--- src/rtl/ptr_pkg.sv ---
package ptr_pkg;
  typedef enum logic [2:0] {
    ST_IDLE  = 3'd0,
    ST_XLATE = 3'd1,
    ST_READ  = 3'd2,
    ST_FILL  = 3'd3,
    ST_FAULT = 3'd4
  } ptr_state_e;

  typedef enum logic [1:0] {
    EXC_IMISS  = 2'd0,
    EXC_DMISS  = 2'd1,
    EXC_DOUBLE = 2'd2,
    EXC_LDERR  = 2'd3
  } ptr_exc_e;
endpackage

--- src/rtl/ptr_base_reg.sv ---
module ptr_base_reg #(
  parameter int VA_W     = 32,
  parameter int SPAN_LG2 = 22
) (
  input  logic            clk,
  input  logic            rst,
  input  logic            wr_en,
  input  logic [VA_W-1:0] wr_data,
  output logic [VA_W-1:0] base
);
  localparam logic [VA_W-1:0] KEEP_MASK = {{(VA_W-SPAN_LG2){1'b1}}, {SPAN_LG2{1'b0}}};

  always_ff @(posedge clk) begin
    if (rst) base <= '0;
    else if (wr_en) base <= wr_data & KEEP_MASK;
  end

  // upper bits follow the write, window offset bits stay clear
  p_base_write_r4: assert property (@(posedge clk) disable iff (rst)
    $past(wr_en) |-> (base == ($past(wr_data) & KEEP_MASK)));
endmodule

--- src/rtl/ptr_addr_gen.sv ---
module ptr_addr_gen #(
  parameter int VA_W     = 32,
  parameter int PAGE_LG2 = 12,
  parameter int PTE_LG2  = 2
) (
  input  logic [VA_W-1:0] base,
  input  logic [VA_W-1:0] va,
  output logic [VA_W-1:0] entry_addr
);
  localparam int SHIFT = PAGE_LG2 - PTE_LG2;
  localparam logic [VA_W-1:0] LOW_CLR = ~((VA_W'(1) << PTE_LG2) - VA_W'(1));

  always_comb entry_addr = base + ((va >> SHIFT) & LOW_CLR);
endmodule

--- src/rtl/ptr_fsm.sv ---
module ptr_fsm
  import ptr_pkg::*;
#(
  parameter int VA_W  = 32,
  parameter int PA_W  = 32,
  parameter int PTE_W = 32
) (
  input  logic             clk,
  input  logic             rst,
  input  logic             miss_valid,
  input  logic             miss_side,
  input  logic [VA_W-1:0]  miss_va,
  input  logic             excm,
  input  logic [VA_W-1:0]  entry_addr,
  output logic             miss_ready,
  output logic             xl_req_valid,
  output logic [VA_W-1:0]  xl_req_va,
  input  logic             xl_rsp_valid,
  input  logic             xl_rsp_hit,
  input  logic [PA_W-1:0]  xl_rsp_pa,
  output logic             mem_rd_valid,
  output logic [PA_W-1:0]  mem_rd_addr,
  input  logic             mem_rsp_valid,
  input  logic             mem_rsp_err,
  input  logic [PTE_W-1:0] mem_rsp_data,
  output logic             tlb_wr_en,
  output logic [VA_W-1:0]  tlb_wr_va,
  output logic [PTE_W-1:0] tlb_wr_pte,
  output logic             tlb_wr_side,
  output logic             restart,
  output logic             exc_valid,
  output logic [1:0]       exc_code
);
  ptr_state_e state;
  logic       excm_q;

  assign miss_ready = (state == ST_IDLE);

  always_ff @(posedge clk) begin
    if (rst) begin
      state        <= ST_IDLE;
      excm_q       <= 1'b0;
      xl_req_valid <= 1'b0;
      xl_req_va    <= '0;
      mem_rd_valid <= 1'b0;
      mem_rd_addr  <= '0;
      tlb_wr_en    <= 1'b0;
      tlb_wr_va    <= '0;
      tlb_wr_pte   <= '0;
      tlb_wr_side  <= 1'b0;
      restart      <= 1'b0;
      exc_valid    <= 1'b0;
      exc_code     <= '0;
    end else begin
      case (state)
        ST_IDLE: if (miss_valid) begin
          tlb_wr_va    <= miss_va;
          tlb_wr_side  <= miss_side;
          excm_q       <= excm;
          xl_req_valid <= 1'b1;
          xl_req_va    <= entry_addr;
          state        <= ST_XLATE;
        end
        ST_XLATE: if (xl_rsp_valid) begin
          xl_req_valid <= 1'b0;
          if (xl_rsp_hit) begin
            mem_rd_valid <= 1'b1;
            mem_rd_addr  <= xl_rsp_pa;
            state        <= ST_READ;
          end else begin
            exc_valid <= 1'b1;
            exc_code  <= excm_q ? EXC_DOUBLE : (tlb_wr_side ? EXC_IMISS : EXC_DMISS);
            state     <= ST_FAULT;
          end
        end
        ST_READ: if (mem_rsp_valid) begin
          mem_rd_valid <= 1'b0;
          if (mem_rsp_err) begin
            exc_valid <= 1'b1;
            exc_code  <= EXC_LDERR;
            state     <= ST_FAULT;
          end else begin
            tlb_wr_en  <= 1'b1;
            tlb_wr_pte <= mem_rsp_data;
            restart    <= 1'b1;
            state      <= ST_FILL;
          end
        end
        ST_FILL: begin
          tlb_wr_en <= 1'b0;
          restart   <= 1'b0;
          state     <= ST_IDLE;
        end
        ST_FAULT: begin
          exc_valid <= 1'b0;
          state     <= ST_IDLE;
        end
        default: state <= ST_IDLE;
      endcase
    end
  end

  // one refill phase active at a time
  p_one_phase_r10: assert property (@(posedge clk) disable iff (rst)
    $onehot0({xl_req_valid, mem_rd_valid, tlb_wr_en, exc_valid}));
  // a memory read only follows a translation hit
  p_read_after_hit_r5: assert property (@(posedge clk) disable iff (rst)
    $rose(mem_rd_valid) |-> $past(xl_rsp_valid && xl_rsp_hit));
  // fill only after an error-free memory response
  p_fill_after_ok_r6: assert property (@(posedge clk) disable iff (rst)
    $rose(tlb_wr_en) |-> $past(mem_rsp_valid && !mem_rsp_err));
  // an exception follows a translation miss or a memory error
  p_exc_cause_r7: assert property (@(posedge clk) disable iff (rst)
    $rose(exc_valid) |-> ($past(xl_rsp_valid && !xl_rsp_hit) || $past(mem_rsp_valid && mem_rsp_err)));
endmodule

--- src/rtl/pt_refill_engine.sv ---
module pt_refill_engine #(
  parameter int VA_W     = 32,
  parameter int PA_W     = 32,
  parameter int PTE_W    = 32,
  parameter int PAGE_LG2 = 12,
  parameter int PTE_LG2  = 2
) (
  input  logic             clk,
  input  logic             rst,
  input  logic             base_wr_en,
  input  logic [VA_W-1:0]  base_wr_data,
  input  logic             miss_valid,
  input  logic             miss_side,
  input  logic [VA_W-1:0]  miss_va,
  input  logic             excm,
  output logic             miss_ready,
  output logic             xl_req_valid,
  output logic [VA_W-1:0]  xl_req_va,
  output logic [1:0]       xl_req_ring,
  output logic             xl_req_dtlb,
  input  logic             xl_rsp_valid,
  input  logic             xl_rsp_hit,
  input  logic [PA_W-1:0]  xl_rsp_pa,
  output logic             mem_rd_valid,
  output logic [PA_W-1:0]  mem_rd_addr,
  input  logic             mem_rsp_valid,
  input  logic             mem_rsp_err,
  input  logic [PTE_W-1:0] mem_rsp_data,
  output logic             tlb_wr_en,
  output logic [VA_W-1:0]  tlb_wr_va,
  output logic [PTE_W-1:0] tlb_wr_pte,
  output logic             tlb_wr_side,
  output logic             restart,
  output logic             exc_valid,
  output logic [1:0]       exc_code
);
  localparam int SPAN_LG2 = VA_W - PAGE_LG2 + PTE_LG2;

  logic [VA_W-1:0] base;
  logic [VA_W-1:0] entry_addr;

  assign xl_req_ring = 2'b00;
  assign xl_req_dtlb = 1'b1;

  ptr_base_reg #(.VA_W(VA_W), .SPAN_LG2(SPAN_LG2)) u_base (
    .clk(clk), .rst(rst), .wr_en(base_wr_en), .wr_data(base_wr_data), .base(base)
  );

  ptr_addr_gen #(.VA_W(VA_W), .PAGE_LG2(PAGE_LG2), .PTE_LG2(PTE_LG2)) u_addr (
    .base(base), .va(miss_va), .entry_addr(entry_addr)
  );

  ptr_fsm #(.VA_W(VA_W), .PA_W(PA_W), .PTE_W(PTE_W)) u_fsm (
    .clk(clk), .rst(rst),
    .miss_valid(miss_valid), .miss_side(miss_side), .miss_va(miss_va), .excm(excm),
    .entry_addr(entry_addr), .miss_ready(miss_ready),
    .xl_req_valid(xl_req_valid), .xl_req_va(xl_req_va),
    .xl_rsp_valid(xl_rsp_valid), .xl_rsp_hit(xl_rsp_hit), .xl_rsp_pa(xl_rsp_pa),
    .mem_rd_valid(mem_rd_valid), .mem_rd_addr(mem_rd_addr),
    .mem_rsp_valid(mem_rsp_valid), .mem_rsp_err(mem_rsp_err), .mem_rsp_data(mem_rsp_data),
    .tlb_wr_en(tlb_wr_en), .tlb_wr_va(tlb_wr_va), .tlb_wr_pte(tlb_wr_pte),
    .tlb_wr_side(tlb_wr_side), .restart(restart),
    .exc_valid(exc_valid), .exc_code(exc_code)
  );
endmodule

--- config.mk ---
export PLATFORM = sky130hd
export DESIGN_NAME = pt_refill_engine
export DESIGN_NICKNAME = d
export VERILOG_FILES = /design/src/rtl/ptr_pkg.sv /design/src/rtl/ptr_base_reg.sv /design/src/rtl/ptr_addr_gen.sv /design/src/rtl/ptr_fsm.sv /design/src/rtl/pt_refill_engine.sv
export SDC_FILE = /design/constraint.sdc
export NUM_CORES = 1
export LEC_CHECK = 0
export BUFFER_PORTS_ARGS = -buffer_cell sky130_fd_sc_hd__buf_2
export CAP_MARGIN = 5
export CORE_UTILIZATION = 30
export DETAILED_ROUTE_END_ITERATION = 8
export GPL_TIMING_DRIVEN = 1
export SLEW_MARGIN = 20
export SYNTH_ARGS = -nofsm -noshare
export SYNTH_HDL_FRONTEND = slang
export SYNTH_SLANG_ARGS = --single-unit
--- constraint.sdc ---
create_clock -name clk -period 2.1 [get_ports clk]
set_input_delay 0.315 -clock clk [delete_from_list [all_inputs] [get_ports clk]]
set_output_delay 0.315 -clock clk [all_outputs]
set_load 0.02 [all_outputs]
**After elaboration in Yosys (flattened, before gate mapping)**

Index checks and enable logic that the tools add are counted.
Widths: inputs -> output; s select.

- Add/subtract/negate cells: 1
- Eq/ne operators: 11
- Muxes and demuxes: 28
- Bitwise gates (word level): 1
- Reductions and logical operators: 14

Operator list:

| cell | number |
|---|---|
| $add 32x22->32 | 1 |
| $mux 3 | 5 |
| $reduce_and 3->1 | 5 |
| $ne 2x2->1 const B | 7 |
| $mux 1 | 12 |
| $mux 2 | 5 |
| $reduce_and 5->1 | 2 |
| $pmux 3 s3 | 1 |
| $eq 3x2->1 const B | 2 |
| $pmux 1 s2 | 3 |
| $reduce_bool 2->1 | 3 |
| $pmux 2 s2 | 1 |
| $reduce_and 4->1 | 1 |
| $eq 3x1->1 const B | 1 |
| $eq 3x3->1 const B | 1 |
| $logic_not 3->1 | 1 |
| $pmux 1 s3 | 1 |
| $reduce_bool 3->1 | 1 |
| $reduce_and 2->1 | 1 |
| $not 1->1 | 1 |

- Flip-flop bits (word level): 149
- Output and inout port bits: 140
- Word-level logic and storage cells: 68

**Longest topological paths before layout**

Gate-level depths: netlist of the first run.

- Depth after elaboration: 5
- Depth in mapped cells: 7

**Cells and area by module**

From an unflattened synthesis of the first run, not the netlist that was laid out.

- Cells, all modules: 854
- Area total of the unflattened synthesis: 6789.0 um^2

By module, submodules not included:

| module | instances | cells each | area an instance (um^2) | sequential area each (um^2) |
|---|---|---|---|---|
| ptr_fsm | 1 | 633 | 5024.8 | 2782.7 |
| ptr_addr_gen | 1 | 161 | 1212.4 | 0.0 |
| ptr_base_reg | 1 | 55 | 521.8 | 200.2 |
| pt_refill_engine | 1 | 5 | 30.0 | 0.0 |

**Worst setup path after synthesis of the first run**

No wires, ideal clock.

- Kind: reg2reg
- From: reg u_fsm.state[0]
- To: reg u_fsm.tlb_wr_va[18]
- Setup time: 0.132 ns
- Arrival time: 1.378 ns
- Required time: 1.968 ns
- Slack: 0.590 ns
- Stages on the path, launching flop included: 7
- Path buffers: 2
- Period minus slack after synthesis: 1.510 ns
- Path through: dfxtp_1 buf_2 nor3_2 nand2_2 buf_2 nand2_1 a21oi_1

- Longest elaborated chain between the ends: 2

Ends and longest elaborated chain:

| element | line | text |
|---|---|---|
| from (decl) | ptr_fsm.sv:34 | `ptr_state_e state;` |
| from (signal assigned) | ptr_fsm.sv:41 | `state <= ST_IDLE;` |
| from (signal assigned) | ptr_fsm.sv:62 | `state <= ST_XLATE;` |
| from (signal assigned) | ptr_fsm.sv:69 | `state <= ST_READ;` |
| $logic_not 3->1 | n/a |  |
| net miss_ready | pt_refill_engine.sv:16 | `output logic miss_ready,` |
| $reduce_and 2->1 (no source line) | n/a |  |
| to (signal assigned) | ptr_fsm.sv:57 | `tlb_wr_va <= miss_va;` |
| to (decl) | ptr_fsm.sv:27 | `output logic [VA_W-1:0] tlb_wr_va,` |

The timed path passes the listed nets, and every way through them passes these cells.
A chain may end at the register's enable or synchronous reset.

**Final worst setup path of the first run**

- From: reg u_fsm.state[2]
- To: out miss_ready

- Longest elaborated chain between the ends: 1

Ends and longest elaborated chain:

| element | line | text |
|---|---|---|
| $logic_not 3->1 | ptr_fsm.sv:37 | `assign miss_ready = (state == ST_IDLE);` |
| to (decl) | pt_refill_engine.sv:16 |  |

Every way passes these cells.

==> impl_metrics.tcl, run 1 <==
set metrics [dict create \
    power.leakage_nw 3.06 \
    grt_overflow 0 \
    grt_pass1_vias 3950 \
    antenna_left 0 \
    synth_compound_area_frac 0.145 \
    drive_gt1_frac 0.361 \
    worstHoldEndpoint "u_fsm.tlb_wr_va[17]" \
    clkTransAtPathRegs_ns 0.06 \
    synthSimpleGateAreaFrac 0.211 \
    slowest_delay_ns 0.41 \
    fmax_mhz 559 \
    synth_top_family_by_area "simple AND/OR/NAND/NOR gates" \
    power_density_mw_per_mm2 1060 \
    r2r-end "u_fsm.tlb_wr_pte[24]" \
    crit_path_start_kind "register" \
    setup_violations 0 \
    cts_max_level 4 \
    fp-row-count 45 \
    seqPwrFrac 0.394 \
    clk_latency_ns 0.40 \
    grt_max_degree 45 \
    p_clk_frac 0.401 \
    die-height_um 128 \
    synth_fa_ha_area_frac 0 \
    postPlaceCellArea_sq_mm 0.00606 \
    ys_ff_latch 127 \
    start_util 0.309 \
    arrival_ns 1.47 \
    hold_path.class "in2reg" \
    synth_warnings 0 \
    clock-sinks 127 \
    grt_pass1_wl_um 20000 \
    crit_slowest_cell "dfxtp_1" \
    io_pins 278 \
    antenna_found_initial 1 \
    cts_tree "yes" \
    swShare 0.292 \
    wl_um 12800 \
    slew_violations 0 \
    critPathCaptureType "output port" \
    internal_power_mw 4.96 \
    port_buffers 250 \
    switchingPower_mw 2.04 \
    fin_nets 940 \
    syn_to_final_growth_pct 39.8 \
    fin_worst_skew_ns 0.00536 \
    timing.rr.start "u_fsm.state[1]" \
    min_period_ns 1.79 \
    ys_types 33 \
    finalCritPeriodShare 0.852 \
    die_area_sq_mm 0.0163 \
    dieWidth_um 128 \
    whs_path_depth 3 \
    gp_congestion 0.758 \
    ys_seq_area_frac 0.536 \
    postSynthAreaPerCell_sq_um 8.09 \
    drtPass1Iterations 4 \
    cts_buffers 17 \
    cp_cell_sequence "buf_4 > nor3_2 > buf_2" \
    hold_viol 0 \
    cts.path.max_buffers 2 \
    fillers 1665 \
    viasPerCell 4.35 \
    vdd_drop_max_uv 520 \
    reg2regPathDepth 5 \
    post-dp-hpwl_um 8810 \
    p_comb_frac 0.205 \
    cp_data_required_time_ns 1.78 \
    synthXorXnorAreaFrac 0 \
    postSynthCellCount 586 \
    avgRoutedWirePerCell_um 12.5 \
    worstPathMaxFanout 12 \
    critical_path_class "reg2out" \
    final_area_sq_mm 0.00662 \
    whs_ns 0.147 \
    coreArea_sq_mm 0.0153 \
    first_iter_violations 188 \
    setup_tns_ns 0 \
    run_status "complete, no violations" \
    syn_area_sq_mm 0.00474 \
    root_buffer "clkbuf_16" \
    dr_total_vias 4451 \
    rsz0062_at_grt "no" \
    cts.repair.resized 0 \
    rrSetupSlack_ns 0.41 \
    max_cap_violations 0 \
    synthMuxAreaShare 0.0232 \
    n_antenna_cell 0 \
    postCtsSetupRepairBufs 0 \
    final_util 0.433 \
    route.detailed.drc 0 \
    min_from "miss_va[17]" \
    grt.total_usage 0.156 \
    hold_buffers 0 \
]
-- layout make-up --
class                      instances  area [sq um]  share of cell area
clock buffer                      24           482              0.0727
sequential                       127          2540               0.384
tap                              211           264              0.0399
inverter                           2          7.51             0.00113
clock inverter                     5          82.6              0.0125
multi-input combinational        393          1830               0.277
timing repair buffer             261          1410               0.213
-- cells in the mapped netlist --
cell       count  share of area
a21oi_1      111           0.12
o211a_1        1         0.0021
o32ai_1        1         0.0018
o31a_1         2         0.0037
clkbuf_1      20          0.016
o221a_2        1         0.0024
buf_4         26          0.041
nand2b_1       3         0.0040
nor2_1        12         0.0095
o31ai_1        2         0.0032
or2_2          1         0.0013
o21a_1         3         0.0048
nor4_2         1         0.0026
buf_6          1         0.0024
mux2i_1       11          0.023
a211oi_1       2         0.0032
a2bb2oi_1      1         0.0018
or4_1          2         0.0032
conb_1         2         0.0016
nor3_1         2         0.0021
nor4b_1        1         0.0018
nand2_1      220           0.17
inv_1          2         0.0016
nor3_2         2         0.0042
nand4_1        1         0.0013
o22ai_1        1         0.0013
nor2b_1        1         0.0013
nand2_2        2         0.0026
buf_2         20          0.021
and4_1         1         0.0018
or3_1          1         0.0013
dfxtp_1      127           0.54
o22a_1         2         0.0037
-- registers in the layout (all words and copies together), names as in the netlist --
register	cells
u_fsm.mem_rd_addr	32
u_fsm.tlb_wr_pte	32
u_fsm.tlb_wr_va	31
u_fsm.xl_req_va	11
u_base.base	10
u_fsm.state	3
u_fsm.exc_code	2
u_fsm.exc_valid	1
u_fsm.excm_q	1
u_fsm.mem_rd_valid	1
u_fsm.restart	1
u_fsm.tlb_wr_side	1
u_fsm.xl_req_valid	1
-- worst max-delay path: cells and delay by family, from the launching register on --
kind	cells	cell delay (ns)
buffers and inverters	2	0.45
DFF	1	0.41
and+or+nand+nor	1	0.22
-- power groups by stage --
stage	sequential, mW	combinational [mW]	clock (mW)
after global placement	2.81	1.46	0
after detailed placement	2.81	1.46	0
final	2.76	1.44	2.81
after global routing	2.79	1.58	3.01
after CTS	2.76	1.46	2.90
after floorplan	3.00	0.787	0
-- worst max path at each step --
| stage | slack (ns) | from | cells after the start | endpoint |
|---|---|---|---|---|
| final | 0.31 | u_fsm.state[2] | 3 | miss_ready |
| after global routing | 0.17 | u_fsm.state[2] | 3 | miss_ready |
| after CTS | 0.27 | u_fsm.state[2] | 3 | miss_ready |
| after detailed placement | 0.41 | u_fsm.state[1] | 4 | u_fsm.exc_code[0] |
| after global placement | 0.40 | u_fsm.state[1] | 4 | u_fsm.exc_code[0] |
| after floorplan | 0.59 | u_fsm.state[0] | 6 | u_fsm.tlb_wr_va[18] |
-- logic make-up after synthesis --
kind of cell           after synthesis
AO/OA/AOI/OAI                      127
buffers and inverters               69
flip-flops                         127
multiplexers                        11
other                                2
AND/OR/NAND/NOR                    250
-- per-layer routing --
metal	up-vias	global-route usage	share of wire
met5	-	0	0.00078
met3	7	0.0576	0.066
met4	2	0.0478	0.0085
met2	135	0.253	0.48
met1	2008	0.192	0.44
li1	2299	-	-
-- stage by stage --
step / setup WS (ns) / power (mW) / instances
after floorplan: 0.590 / 3.79 / 589
after global placement: 0.403 / 4.26 / 994
after detailed placement: 0.414 / 4.27 / 994
after CTS: 0.269 / 7.13 / 1023
after global routing: 0.170 / 7.38 / 1023
final: 0.310 / 7.01 / 1023
-- cell usage in the layout (no fill, tap or decap), types with 3 or more instances in the layout --
| master | instances |
|---|---|
| buf_2 | 249 |
| nand2_1 | 220 |
| dfxtp_1 | 127 |
| a21oi_1 | 111 |
| clkbuf_16 | 17 |
| nor2_1 | 12 |
| mux2i_1 | 11 |
| buf_4 | 6 |
| buf_12 | 6 |
| conb_1 | 5 |
| clkbuf_1 | 4 |
| nand2b_1 | 3 |
| o21a_1 | 3 |
| clkbuf_8 | 3 |
| clkinvlp_4 | 3 |
(Power assumes the default switching activity.)
==> inputs of run 2 (changes only) <==
--- a/config.mk
+++ b/config.mk
@@ -7,6 +7,7 @@
 export LEC_CHECK = 0
 export BUFFER_PORTS_ARGS = -buffer_cell sky130_fd_sc_hd__buf_2
 export CAP_MARGIN = 5
+export CORE_ASPECT_RATIO = 1.5
 export CORE_UTILIZATION = 30
 export DETAILED_ROUTE_END_ITERATION = 8
 export GPL_TIMING_DRIVEN = 1
==> run 2 against run 1 <==
  * Sequential cell count unchanged
  * Combinational power about the same
  * Setup slack got worse by 0.080 ns
  * Sequential power about the same
  * Cell count decreased by 1.1%
  * Via count decreased by 0.43%
  * Wire length increased by 2.8%
  * Register-to-register slack got worse by 0.10 ns
  * Non-clock buffer count decreased by 2
  * Maximum frequency decreased by 4.3%
  * Largest cell class unchanged
==> impl_metrics.tcl, run 2 (synthesis gave the netlist of run 1 again) <==
set metrics [dict create \
    run_status "complete, no violations" \
    hold_buffers 0 \
    port_buffers 250 \
    viasPerCell 4.38 \
    vdd_drop_max_uv 453 \
    cp_top_family "flip-flops" \
    cts.path.max_buffers 2 \
    arrival_ns 1.56 \
    avgRoutedWirePerCell_um 13.0 \
    clkTransAtPathRegs_ns 0.06 \
    hold_viol 0 \
    reg_top3 "u_fsm.mem_rd_addr (32), u_fsm.tlb_wr_pte (32), u_fsm.tlb_wr_va (31)" \
    antenna_left 0 \
    max_cap_violations 0 \
    fin_worst_skew_ns 0.00716 \
    cts_buffers 17 \
    hold_path.class "in2reg" \
    first_iter_violations 127 \
    p_clk_frac 0.387 \
    grt_max_degree 121 \
    die-height_um 156 \
    fmax_mhz 535 \
    seqPwrFrac 0.405 \
    clock-sinks 127 \
    fp-row-count 55 \
    post-dp-hpwl_um 8900 \
    power.leakage_nw 3.03 \
    drive_gt1_frac 0.367 \
    p_comb_frac 0.208 \
    worstMarginPinSlew_ns 0.586 \
    cts.repair.resized 0 \
    crit_path_start_kind "register" \
    coreArea_sq_mm 0.0153 \
    power_density_mw_per_mm2 1050 \
    finalCritPeriodShare 0.890 \
    critical_path_class "reg2out" \
    n_antenna_cell 0 \
    final_cell_mix "249 x buf_2, 220 x nand2_1, 127 x dfxtp_1" \
    switchingPower_mw 2.19 \
    slowest_delay_ns 0.48 \
    worstPathMaxFanout 17 \
    setup_violations 0 \
    min_period_ns 1.87 \
    dieWidth_um 105 \
    drtPass1Iterations 4 \
    internal_power_mw 4.64 \
    critPathCaptureType "output port" \
    syn_to_final_growth_pct 37.8 \
    grt_pass1_vias 3943 \
    final_common_cell "buf_2" \
    grt_pass1_wl_um 20400 \
    dp.cells 980 \
    antenna_found_initial 0 \
    swShare 0.321 \
    cp_data_required_time_ns 1.78 \
    cts_max_level 4 \
    fin_nets 938 \
    grt_overflow 0 \
    timing.critical_path.buf_inv 2 \
    start_util 0.310 \
    wl_um 13100 \
    final_cells 1012 \
    root_buffer "clkbuf_16" \
    io_pins 278 \
    gp_congestion 0.758 \
    dr_total_vias 4432 \
    crit_slowest_cell "dfxtp_1" \
    rsz0062_at_grt "no" \
    slew_violations 0 \
    die_area_sq_mm 0.0163 \
    power_mw 6.84 \
    route.detailed.drc 0 \
    maxSlewHeadroom 0.609 \
    clk_latency_ns 0.40 \
    grt.total_usage 0.159 \
    fillers 1673 \
    postCtsSetupRepairBufs 0 \
    cp_cell_sequence "buf_4 > nor3_2 > buf_2" \
    setup_tns_ns 0 \
    cts_tree "yes" \
]
## run 2: cell count changes in the layout (fill, tap and decap cells not counted), sizes merged
cell	delta
buf	-2
bufinv	-2
clkbuf	-7
clkinv	+7
clkinvlp	+1
inv	+4
## run 2: power groups by stage
stage / Combinational (mW) / Clock [mW] / Sequential, mW
final: 1.42 / 2.65 / 2.77
after global placement: 1.44 / 0 / 2.81
after global routing: 1.56 / 2.87 / 2.79
after floorplan: 0.787 / 0 / 3.00
after detailed placement: 1.45 / 0 / 2.82
after CTS: 1.45 / 2.74 / 2.77
## run 2: per-layer routing
metal  vias to the layer above  GRT usage  part of all wire
met5                         -          0                 0
met4                         0     0.0523            0.0095
met3                         8     0.0443             0.054
met2                       141      0.282              0.51
met1                      1980      0.183              0.42
li1                       2303          -                 -
## run 2: stage by stage
stage	hold slack [ns]	cell area, sq um	worst slack, ns	utilization
floorplan	0.431	4750	0.590	-
global placement	0.438	5990	0.343	0.392
detailed placement	0.443	5990	0.327	0.392
CTS	0.106	6530	0.206	0.427
global route	0.111	6530	0.125	0.427
finish	0.123	6530	0.230	0.427
## run 2: final timing paths
path                        from                  end  slack (ns)  cells after the start
min reg2reg  u_fsm.xl_req_va[27]  u_fsm.xl_req_va[27]        0.45                      2
max reg2reg       u_fsm.state[2]    u_fsm.exc_code[0]        0.31                      4
min                          rst   u_fsm.mem_rd_valid        0.12                      2
max               u_fsm.state[2]           miss_ready        0.23                      3
## run 2: worst register-to-register path: cells and delay by family (launching register included)
kind / cells / cell delay, ns
AO/OA/AOI/OAI: 2 / 0.26
flip-flops: 1 / 0.67
AND/OR/NAND/NOR: 2 / 0.75
## run 2: final cells by class
| class | instances | area (sq um) | share of cell area |
|---|---|---|---|
| Sequential cell | 127 | 2540 | 0.389 |
| Multi-Input combinational cell | 393 | 1830 | 0.281 |
| Timing Repair Buffer | 259 | 1360 | 0.208 |
| Clock buffer | 17 | 425 | 0.0652 |
| Tap cell | 199 | 249 | 0.0381 |
| Clock inverter | 15 | 111 | 0.0171 |
| Inverter | 2 | 7.51 | 0.00115 |
